**config.mk**
```make
export PLATFORM = sky130hd
export DESIGN_NAME = bank_irq_ctrl
export DESIGN_NICKNAME = d
export VERILOG_FILES = /design/src/rtl/bank_irq_pkg.sv /design/src/rtl/bank_wr_decode.sv /design/src/rtl/bank_regs.sv /design/src/rtl/irq_reload_latch.sv /design/src/rtl/irq_down_counter.sv /design/src/rtl/bank_irq_ctrl.sv
export SDC_FILE = /design/constraint.sdc
export NUM_CORES = 1
export LEC_CHECK = 0
export ABC_AREA = 1
export BUFFER_PORTS_ARGS = -buffer_cell sky130_fd_sc_hd__buf_2
export CAP_MARGIN = 5
export CORE_ASPECT_RATIO = 0.5
export CORE_UTILIZATION = 53
export DETAILED_ROUTE_END_ITERATION = 8
export PLACE_DENSITY = 0.8
export SYNTH_ARGS = -nofsm -noshare
export SYNTH_HDL_FRONTEND = slang
export SYNTH_SLANG_ARGS = --single-unit
```
**constraint.sdc**
```tcl
create_clock -name clk -period 1.9 [get_ports clk]
set_input_delay 0.285 -clock clk [delete_from_list [all_inputs] [get_ports clk]]
set_output_delay 0.285 -clock clk [all_outputs]
set_load 0.01 [all_outputs]
```
**src/rtl/bank_irq_pkg.sv**
```systemverilog
package bank_irq_pkg;

    localparam int DATA_W  = 8;
    localparam int ADDR_W  = 16;
    localparam int OFS_W   = 4;
    localparam int LATCH_W = 16;
    localparam int SLOT_W  = 3;

    typedef enum logic [2:0] {
        K_NONE,
        K_CHR,
        K_PRG,
        K_MIR,
        K_CTL,
        K_LAT_LO,
        K_LAT_HI
    } reg_kind_e;

    typedef enum logic [1:0] {
        MIR_VERT  = 2'd0,
        MIR_HORIZ = 2'd1,
        MIR_ONE_A = 2'd2,
        MIR_ONE_B = 2'd3
    } mirror_e;

    typedef struct packed {
        logic              hit;
        reg_kind_e         kind;
        logic [SLOT_W-1:0] slot;
        logic [DATA_W-1:0] data;
    } wr_cmd_t;

    // Register kind selected by the low address nibble.
    function automatic reg_kind_e kind_of(input logic [OFS_W-1:0] ofs);
        reg_kind_e k;
        if (!ofs[3]) begin
            k = K_CHR;
        end else begin
            case (ofs[2:0])
                3'd0:    k = K_PRG;
                3'd1:    k = K_MIR;
                3'd2:    k = K_CTL;
                3'd3:    k = K_LAT_LO;
                3'd4:    k = K_LAT_HI;
                default: k = K_NONE;
            endcase
        end
        return k;
    endfunction

    function automatic mirror_e mirror_of(input logic [1:0] code);
        return mirror_e'(code);
    endfunction

endpackage

```
**src/rtl/bank_wr_decode.sv**
```systemverilog
module bank_wr_decode
    import bank_irq_pkg::*;
(
    input  logic                wr_en,
    input  logic                a15,
    input  logic [OFS_W-1:0]    ofs,
    input  logic [DATA_W-1:0]   wdata,
    output wr_cmd_t             cmd
);
    always_comb begin
        cmd.hit  = wr_en && a15;
        cmd.kind = cmd.hit ? kind_of(ofs) : K_NONE;
        cmd.slot = ofs[SLOT_W-1:0];
        cmd.data = wdata;
    end
endmodule

```
**src/rtl/bank_regs.sv**
```systemverilog
module bank_regs
    import bank_irq_pkg::*;
#(
    parameter int CHR_SLOTS = 8,
    parameter int CHR_W     = 8,
    parameter int PRG_W     = 8
) (
    input  logic                        clk,
    input  logic                        rst,
    input  wr_cmd_t                     cmd,
    output logic [CHR_SLOTS*CHR_W-1:0]  chr_banks,
    output logic [PRG_W-1:0]            prg_lo,
    output mirror_e                     mirror
);
    for (genvar i = 0; i < CHR_SLOTS; i++) begin : g_chr
        logic [CHR_W-1:0] bank_q;
        always_ff @(posedge clk) begin
            if (rst) begin
                bank_q <= '0;
            end else if (cmd.hit && cmd.kind == K_CHR && cmd.slot == SLOT_W'(i)) begin
                bank_q <= CHR_W'(cmd.data);
            end
        end
        assign chr_banks[i*CHR_W +: CHR_W] = bank_q;
    end

    always_ff @(posedge clk) begin
        if (rst) begin
            prg_lo <= '0;
            mirror <= MIR_VERT;
        end else if (cmd.hit) begin
            if (cmd.kind == K_PRG) prg_lo <= PRG_W'(cmd.data);
            if (cmd.kind == K_MIR) mirror <= mirror_of(cmd.data[1:0]);
        end
    end
endmodule

```
**src/rtl/irq_reload_latch.sv**
```systemverilog
module irq_reload_latch
    import bank_irq_pkg::*;
(
    input  logic                clk,
    input  logic                rst,
    input  logic                lo_we,
    input  logic                hi_we,
    input  logic [DATA_W-1:0]   data,
    output logic [LATCH_W-1:0]  value
);
    localparam int HALF = LATCH_W / 2;

    always_ff @(posedge clk) begin
        if (rst) begin
            value <= '0;
        end else begin
            if (lo_we) value[HALF-1:0]       <= HALF'(data);
            if (hi_we) value[LATCH_W-1:HALF] <= HALF'(data);
        end
    end
endmodule

```
**src/rtl/irq_down_counter.sv**
```systemverilog
module irq_down_counter
    import bank_irq_pkg::*;
(
    input  logic                clk,
    input  logic                rst,
    input  logic                ctl_we,
    input  logic                ctl_en,
    input  logic [LATCH_W-1:0]  reload,
    output logic                irq,
    output logic                run,
    output logic [LATCH_W-1:0]  count
);
    logic last_step;
    assign last_step = (count <= LATCH_W'(1));

    always_ff @(posedge clk) begin
        if (rst) begin
            count <= '0;
            run   <= 1'b0;
            irq   <= 1'b0;
        end else if (ctl_we) begin
            count <= reload;
            run   <= ctl_en;
            irq   <= 1'b0;
        end else if (run) begin
            if (last_step) begin
                count <= '0;
                run   <= 1'b0;
                irq   <= 1'b1;
            end else begin
                count <= count - LATCH_W'(1);
            end
        end
    end
endmodule

```
**src/rtl/bank_irq_ctrl.sv**
```systemverilog
module bank_irq_ctrl
    import bank_irq_pkg::*;
#(
    parameter int CHR_SLOTS = 8,
    parameter int CHR_W     = 8,
    parameter int PRG_W     = 8
) (
    input  logic                        clk,
    input  logic                        rst,
    input  logic                        wr_en,
    input  logic [15:0]                 addr,
    input  logic [7:0]                  wdata,
    output logic [CHR_SLOTS*CHR_W-1:0]  chr_banks,
    output logic [PRG_W-1:0]            prg_lo_bank,
    output logic [PRG_W-1:0]            prg_hi_bank,
    output logic [1:0]                  mirror_mode,
    output logic                        irq
);
    wr_cmd_t             cmd;
    mirror_e             mirror;
    logic [LATCH_W-1:0]  reload;
    logic [LATCH_W-1:0]  irq_cnt;
    logic                irq_en;
    logic                unused_addr_bits;

    assign unused_addr_bits = ^addr[ADDR_W-2:OFS_W];

    bank_wr_decode u_dec (
        .wr_en (wr_en),
        .a15   (addr[ADDR_W-1]),
        .ofs   (addr[OFS_W-1:0]),
        .wdata (wdata),
        .cmd   (cmd)
    );

    bank_regs #(
        .CHR_SLOTS (CHR_SLOTS),
        .CHR_W     (CHR_W),
        .PRG_W     (PRG_W)
    ) u_regs (
        .clk       (clk),
        .rst       (rst),
        .cmd       (cmd),
        .chr_banks (chr_banks),
        .prg_lo    (prg_lo_bank),
        .mirror    (mirror)
    );

    irq_reload_latch u_latch (
        .clk   (clk),
        .rst   (rst),
        .lo_we (cmd.kind == K_LAT_LO),
        .hi_we (cmd.kind == K_LAT_HI),
        .data  (cmd.data),
        .value (reload)
    );

    irq_down_counter u_cnt (
        .clk    (clk),
        .rst    (rst),
        .ctl_we (cmd.kind == K_CTL),
        .ctl_en (cmd.data[0]),
        .reload (reload),
        .irq    (irq),
        .run    (irq_en),
        .count  (irq_cnt)
    );

    assign prg_hi_bank = '1;
    assign mirror_mode = mirror;
endmodule

```
* Word level (Yosys, flattened, before mapping)
Cells that the tools add are included.
** Word-level totals
- Input bits :: 27
- Output and inout port bits :: 83
- Flip-flop bits (word level) :: 108
- Logic and storage cells :: 55
** Operators by class
- Add/subtract/negate cells :: 1
- Order comparisons :: 1
- Muxes and demuxes :: 9
- Eq/ne operators :: 13
- Reduce and logical (&&, ||, !) cells :: 16
** Operator list (count)
- $mux 16 :: 3
- $eq 3x3->1 const B :: 7
- $le 16x1->1 const B :: 1
- $sub 16x1->16 const B :: 1
- $pmux 3 s5 :: 1
- $eq 3x2->1 const B :: 4
- $logic_and 1x1->1 :: 10
- $eq 3x1->1 const B :: 2
- $mux 3 :: 2
- $reduce_and 2->1 :: 3
- $logic_not 3->1 :: 1
- $mux 1 :: 3
- $reduce_bool 2->1 :: 1
- $reduce_or 2->1 :: 1

* Longest topological paths before layout
- Depth after elaboration :: 7
- Gate-level depth with buffers :: 13
- Depth with buffers taken out :: 11

* By module
From an unflattened synthesis, not the netlist that was laid out.
** Second synthesis, totals
- Cell total of the unflattened synthesis :: 753
- Area, all modules :: 5163.7 sq um
** Modules (own cells, without submodules)
- bank_regs :: times used 1, sequential area each 1481.4 sq um, area an instance 3055.4 sq um, cells each 436
- irq_down_counter :: times used 1, sequential area each 360.3 sq um, area an instance 1216.2 sq um, cells each 182
- irq_reload_latch :: times used 1, sequential area each 320.3 sq um, area an instance 656.9 sq um, cells each 94
- bank_wr_decode :: times used 1, sequential area each 0.0 sq um, area an instance 145.1 sq um, cells each 25
- bank_irq_ctrl :: times used 1, sequential area each 0.0 sq um, area an instance 90.1 sq um, cells each 16

* Worst setup path after synthesis
No wires, ideal clock.
- Path type :: input to register
- Start point :: input addr[2]
- End point :: register u_latch.value[0]
- Arrival :: 1385 ps
- Library setup time :: 116 ps
- Required time :: 1784 ps
- Slack :: 399 ps
- Stages on the path :: 9
- Buffers on the path :: 1
- Cell sequence :: buf_2 inv_2 nand2_1 a21oi_2 nand2_1 nor2_1 inv_1 nor2_1 nor2_1
** Between the ends
- Longest elaborated chain between the ends :: 5
- Elaborated cells between the ends (all ways) :: 9
- Those cells by class :: 5 x eq/ne; 3 x mux; 1 x reduce/logical
** RTL lines
- start, declared :: RTL line bank_irq_ctrl.sv:11 : input logic [15:0] addr,
- $eq 3x3->1 (tied with other cells) :: RTL line bank_irq_pkg.sv:39 : case (ofs[2:0])
- $pmux 3 s5 (*) :: RTL line bank_irq_pkg.sv:39
- $mux 3 (*) :: RTL line bank_irq_pkg.sv:36 : if (!ofs[3]) begin
- $mux 3 (*) :: RTL line bank_wr_decode.sv:12 : cmd.kind = cmd.hit ? kind_of(ofs) : K_NONE;
- $eq 3x3->1 (*) :: RTL line bank_irq_ctrl.sv:52 : .lo_we (cmd.kind == K_LAT_LO),
- end signal, assigned by index :: RTL line irq_reload_latch.sv:17 : if (lo_we) value[HALF-1:0] <= HALF'(data);
- end signal, assigned by index :: RTL line irq_reload_latch.sv:18 : if (hi_we) value[LATCH_W-1:HALF] <= HALF'(data);
- end, declared :: RTL line irq_reload_latch.sv:9 : output logic [LATCH_W-1:0] value
Every way passes the cells marked *; elsewhere a longest branch is shown, timed or not.
A chain may end at the register's enable or synchronous reset.

* Worst setup path in the final report
- Start point :: register u_cnt.count[0]
- End point :: register u_cnt.count[1]
** Between the ends
- Longest elaborated chain between the ends :: 4
- Elaborated cells between the ends (all ways) :: 5
- Those cells by class :: 1 x add/sub; 1 x order compare; 3 x mux
** RTL lines
- start, declared :: RTL line irq_down_counter.sv:11 : output logic [LATCH_W-1:0] count
- start signal, assigned :: RTL line irq_down_counter.sv:22 : count <= reload;
- start signal, assigned :: RTL line irq_down_counter.sv:31 : count <= count - LATCH_W'(1);
- $sub 16x1->16 / $le 16x1->1 (equally long branches) :: RTL line irq_down_counter.sv:31, irq_down_counter.sv:14
- $mux 16 (*) :: RTL line irq_down_counter.sv:26 : if (last_step) begin
- $mux 16 (*) :: RTL line irq_down_counter.sv:25 : end else if (run) begin
- $mux 16 (*) :: RTL line irq_down_counter.sv:21 : end else if (ctl_we) begin
Every way passes the cells marked *; elsewhere a longest branch is shown, timed or not. The select of a mux whose other input is x is not followed.

==> impl_metrics.env <==
export IMPL_gp_congestion=0.849
export IMPL_grt_max_degree=65
export IMPL_cts_hold_buffers_added=0
export IMPL_cp_max_fo=6
export IMPL_rows=23
export IMPL_synth_top_area_share_pct=46.7
export IMPL_drv_cap=0
export IMPL_syn_avg_cell_area_um2=7.03
export IMPL_ctsHtreeMaxLevel=3
export IMPL_cts_max_path_buffers=2
export IMPL_endpoint_kind="flip-flop"
export IMPL_cp_arrival_ns=1.94
export IMPL_coreArea_um2=8230
export IMPL_avgRoutedWirePerCell_um=14.0
export IMPL_cts_clk_slew_worst_paths_ns=0.07
export IMPL_areaGrowthSynthToFinish_pct=18.1
export IMPL_dr_total_vias=4530
export IMPL_status="finished, final reports clean"
export IMPL_first_pass_iters=5
export IMPL_clock_skew_ns=0.00625
export IMPL_hold_path_class="input pin to flip-flop"
export IMPL_fmax_mhz=608
export IMPL_async_reset_ff_share_pct=0
export IMPL_grt_use_total_pct=27.4
export IMPL_synth_seq_cells=108
export IMPL_syn_area_um2=4630
export IMPL_min_period_ns=1.64
export IMPL_antenna_found_initial=0
export IMPL_nNetsFinal=769
export IMPL_die_y_um=68.1
export IMPL_drive_gt1_share_pct=17.6
export IMPL_routed_via_density=5.29
export IMPL_synth_top_cell_by_area="dfxtp_1"
export IMPL_report_final_slew_viol_count=0
export IMPL_drc=0
export IMPL_synthTopCellsByCount="158 x nand2_1, 109 x nor2_1, 108 x dfxtp_1, 78 x nand3_1, 69 x a21oi_1"
export IMPL_ys_seq_area_share_pct=46.7
export IMPL_start_util_pct=56.2
export IMPL_die_w_um=134
export IMPL_drt_total_wl_mm=12.0
export IMPL_hold_viol_final=0
export IMPL_drtIter0Drc=507
export IMPL_ys_types=27
export IMPL_powerDensity_nw_per_um2=802
export IMPL_cts_made_buffers=9
export IMPL_worstMarginPinSlew_ns=0.650
export IMPL_ctsResizeCount=0
export IMPL_place_hpwl_mm=7.73
export IMPL_place_ws_ns=0.0182
export IMPL_whs_ns=0.222
export IMPL_maxSlewHeadroom_pct=56.6
export IMPL_yosysMostFrequentCell="nand2_1"
export IMPL_io_buffers=90
export IMPL_synth_edf_count=0
export IMPL_finalSetupViolations=0
export IMPL_cts_tree="done"
export IMPL_grt_pass1_vias=3952
export IMPL_worst_slack_ns=0.257
export IMPL_crit_type="flip-flop to flip-flop"
export IMPL_yosysWarnings=0
export IMPL_post_route_period_util_pct=86.5
export IMPL_nFillCells=731
export IMPL_worstPathRequired_ns=2.20
export IMPL_cts_root_buf="clkbuf_16"
export IMPL_synth_flop_cell="dfxtp_1"
export IMPL_rsz0062_at_grt="no"
export IMPL_overflow=0
export IMPL_leakagePower_nw=2.53
export IMPL_grt_pass1_wl_mm=19.2
export IMPL_top_level_ports=110
export IMPL_peakVddDrop_v=0.000445
export IMPL_postLayoutCoreUtil_pct=66.4
export IMPL_insertion_delay_ns=0.36
export IMPL_clock_sinks=108
export IMPL_netlist_instances=658
export IMPL_ys_top_cells_by_area="dfxtp_1 47%, nand2_1 13%, nor2_1 8.8%, nand3_1 8.4%, a21oi_1 7.5%"
export IMPL_cts_setup_buffers=0
export IMPL_num_antenna_cells=0
export IMPL_ant_nets=0
export IMPL_dieArea_um2=9130
export IMPL_worst_setup_path_start_kind="flip-flop"
export IMPL_fin_setup_tns_ns=0
-- layout make-up --
| type | instances | area, um^2 | area share (%) |
|---|---|---|---|
| inverter | 29 | 109 | 1.99 |
| clock buffer | 10 | 229 | 4.19 |
| clock inverter | 6 | 60.1 | 1.10 |
| timing repair buffer | 106 | 596 | 10.9 |
| multi-input combinational | 486 | 2170 | 39.7 |
| sequential | 108 | 2160 | 39.6 |
| tap | 112 | 140 | 2.56 |
-- cell usage in the layout (no fill, tap or decap), types with 8 or more instances in the layout --
cell	count
buf_2	90
conb_1	8
nand3_1	78
nor2_1	109
a21oi_1	69
dfxtp_1	108
o21ai_0	35
nand4_1	8
nand2_1	158
xor2_1	8
buf_4	14
inv_1	25
clkbuf_16	9
-- per-stage QoR --
| stage | area, um^2 | total power [mW] | cells |
|---|---|---|---|
| 2_1_floorplan | 4650 | 2.52 | 665 |
| 3_3_place_gp | 5180 | 2.61 | 841 |
| 3_5_place_dp | 5180 | 2.61 | 841 |
| 4_1_cts | 5470 | 4.39 | 857 |
| 5_1_grt | 5470 | 4.53 | 857 |
| 6_report | 5470 | 4.38 | 857 |
-- per-layer routing --
layer / wire length (um) / track usage [%]
met1: 5300 / 33.2
met2: 5650 / 47.3
met3: 801 / 7.56
met4: 212 / 11.1
met5: 0 / 0
-- final timing paths --
path	start	end	slack, ns	cells after the start
worst max-delay path	u_cnt.count[0]$_SDFFE_PP0P_	u_cnt.count[1]$_SDFFE_PP0P_	0.26	8
worst min-delay path	rst	u_cnt.run$_SDFF_PP0_	0.22	2
worst max register to register	u_cnt.count[0]$_SDFFE_PP0P_	u_cnt.count[1]$_SDFFE_PP0P_	0.26	8
worst min register to register	u_regs.g_chr[4].bank_q[0]$_SDFFE_PP0P_	u_regs.g_chr[4].bank_q[0]$_SDFFE_PP0P_	0.46	2
-- power breakdown --
part           total, mW  switching [mW]  internal, mW  leakage (nW)
clock               1.82           0.905         0.915         0.134
combinational      0.272           0.199        0.0723          1.53
sequential          2.29         0.00971          2.28         0.871
-- sequential cells by signal (all words and copies together) (netlist names) --
| signal | flops |
|---|---|
| u_cnt.count | 16 |
| u_regs.g_chr.bank_q | 64 |
| u_cnt.run | 1 |
| u_latch.value | 16 |
| u_regs.prg_lo | 8 |
| u_regs.mirror | 2 |
| u_cnt.irq | 1 |
-- worst max-delay path: stages, from the launching register on --
cell	delay, ns
dfxtp_1	0.40
inv_1	0.08
ha_1	0.24
o21a_1	0.19
nand3_1	0.18
nand3_1	0.22
nor2_1	0.15
nor2_1	0.05
nor2_1	0.07
-- cells by family after synthesis --
| kind of cell | after synthesis | share of synthesized area (%) |
|---|---|---|
| buffers and inverters | 71 | 6.92 |
| AOI/OAI and AO/OA | 106 | 11.6 |
| other | 1 | 0.0811 |
| adders and majority gates | 2 | 0.541 |
| xor gates and xnor gates | 9 | 1.70 |
| and+or+nand+nor | 361 | 32.4 |
| DFF | 108 | 46.7 |
No activity file was read; power rests on OpenSTA's default activity.
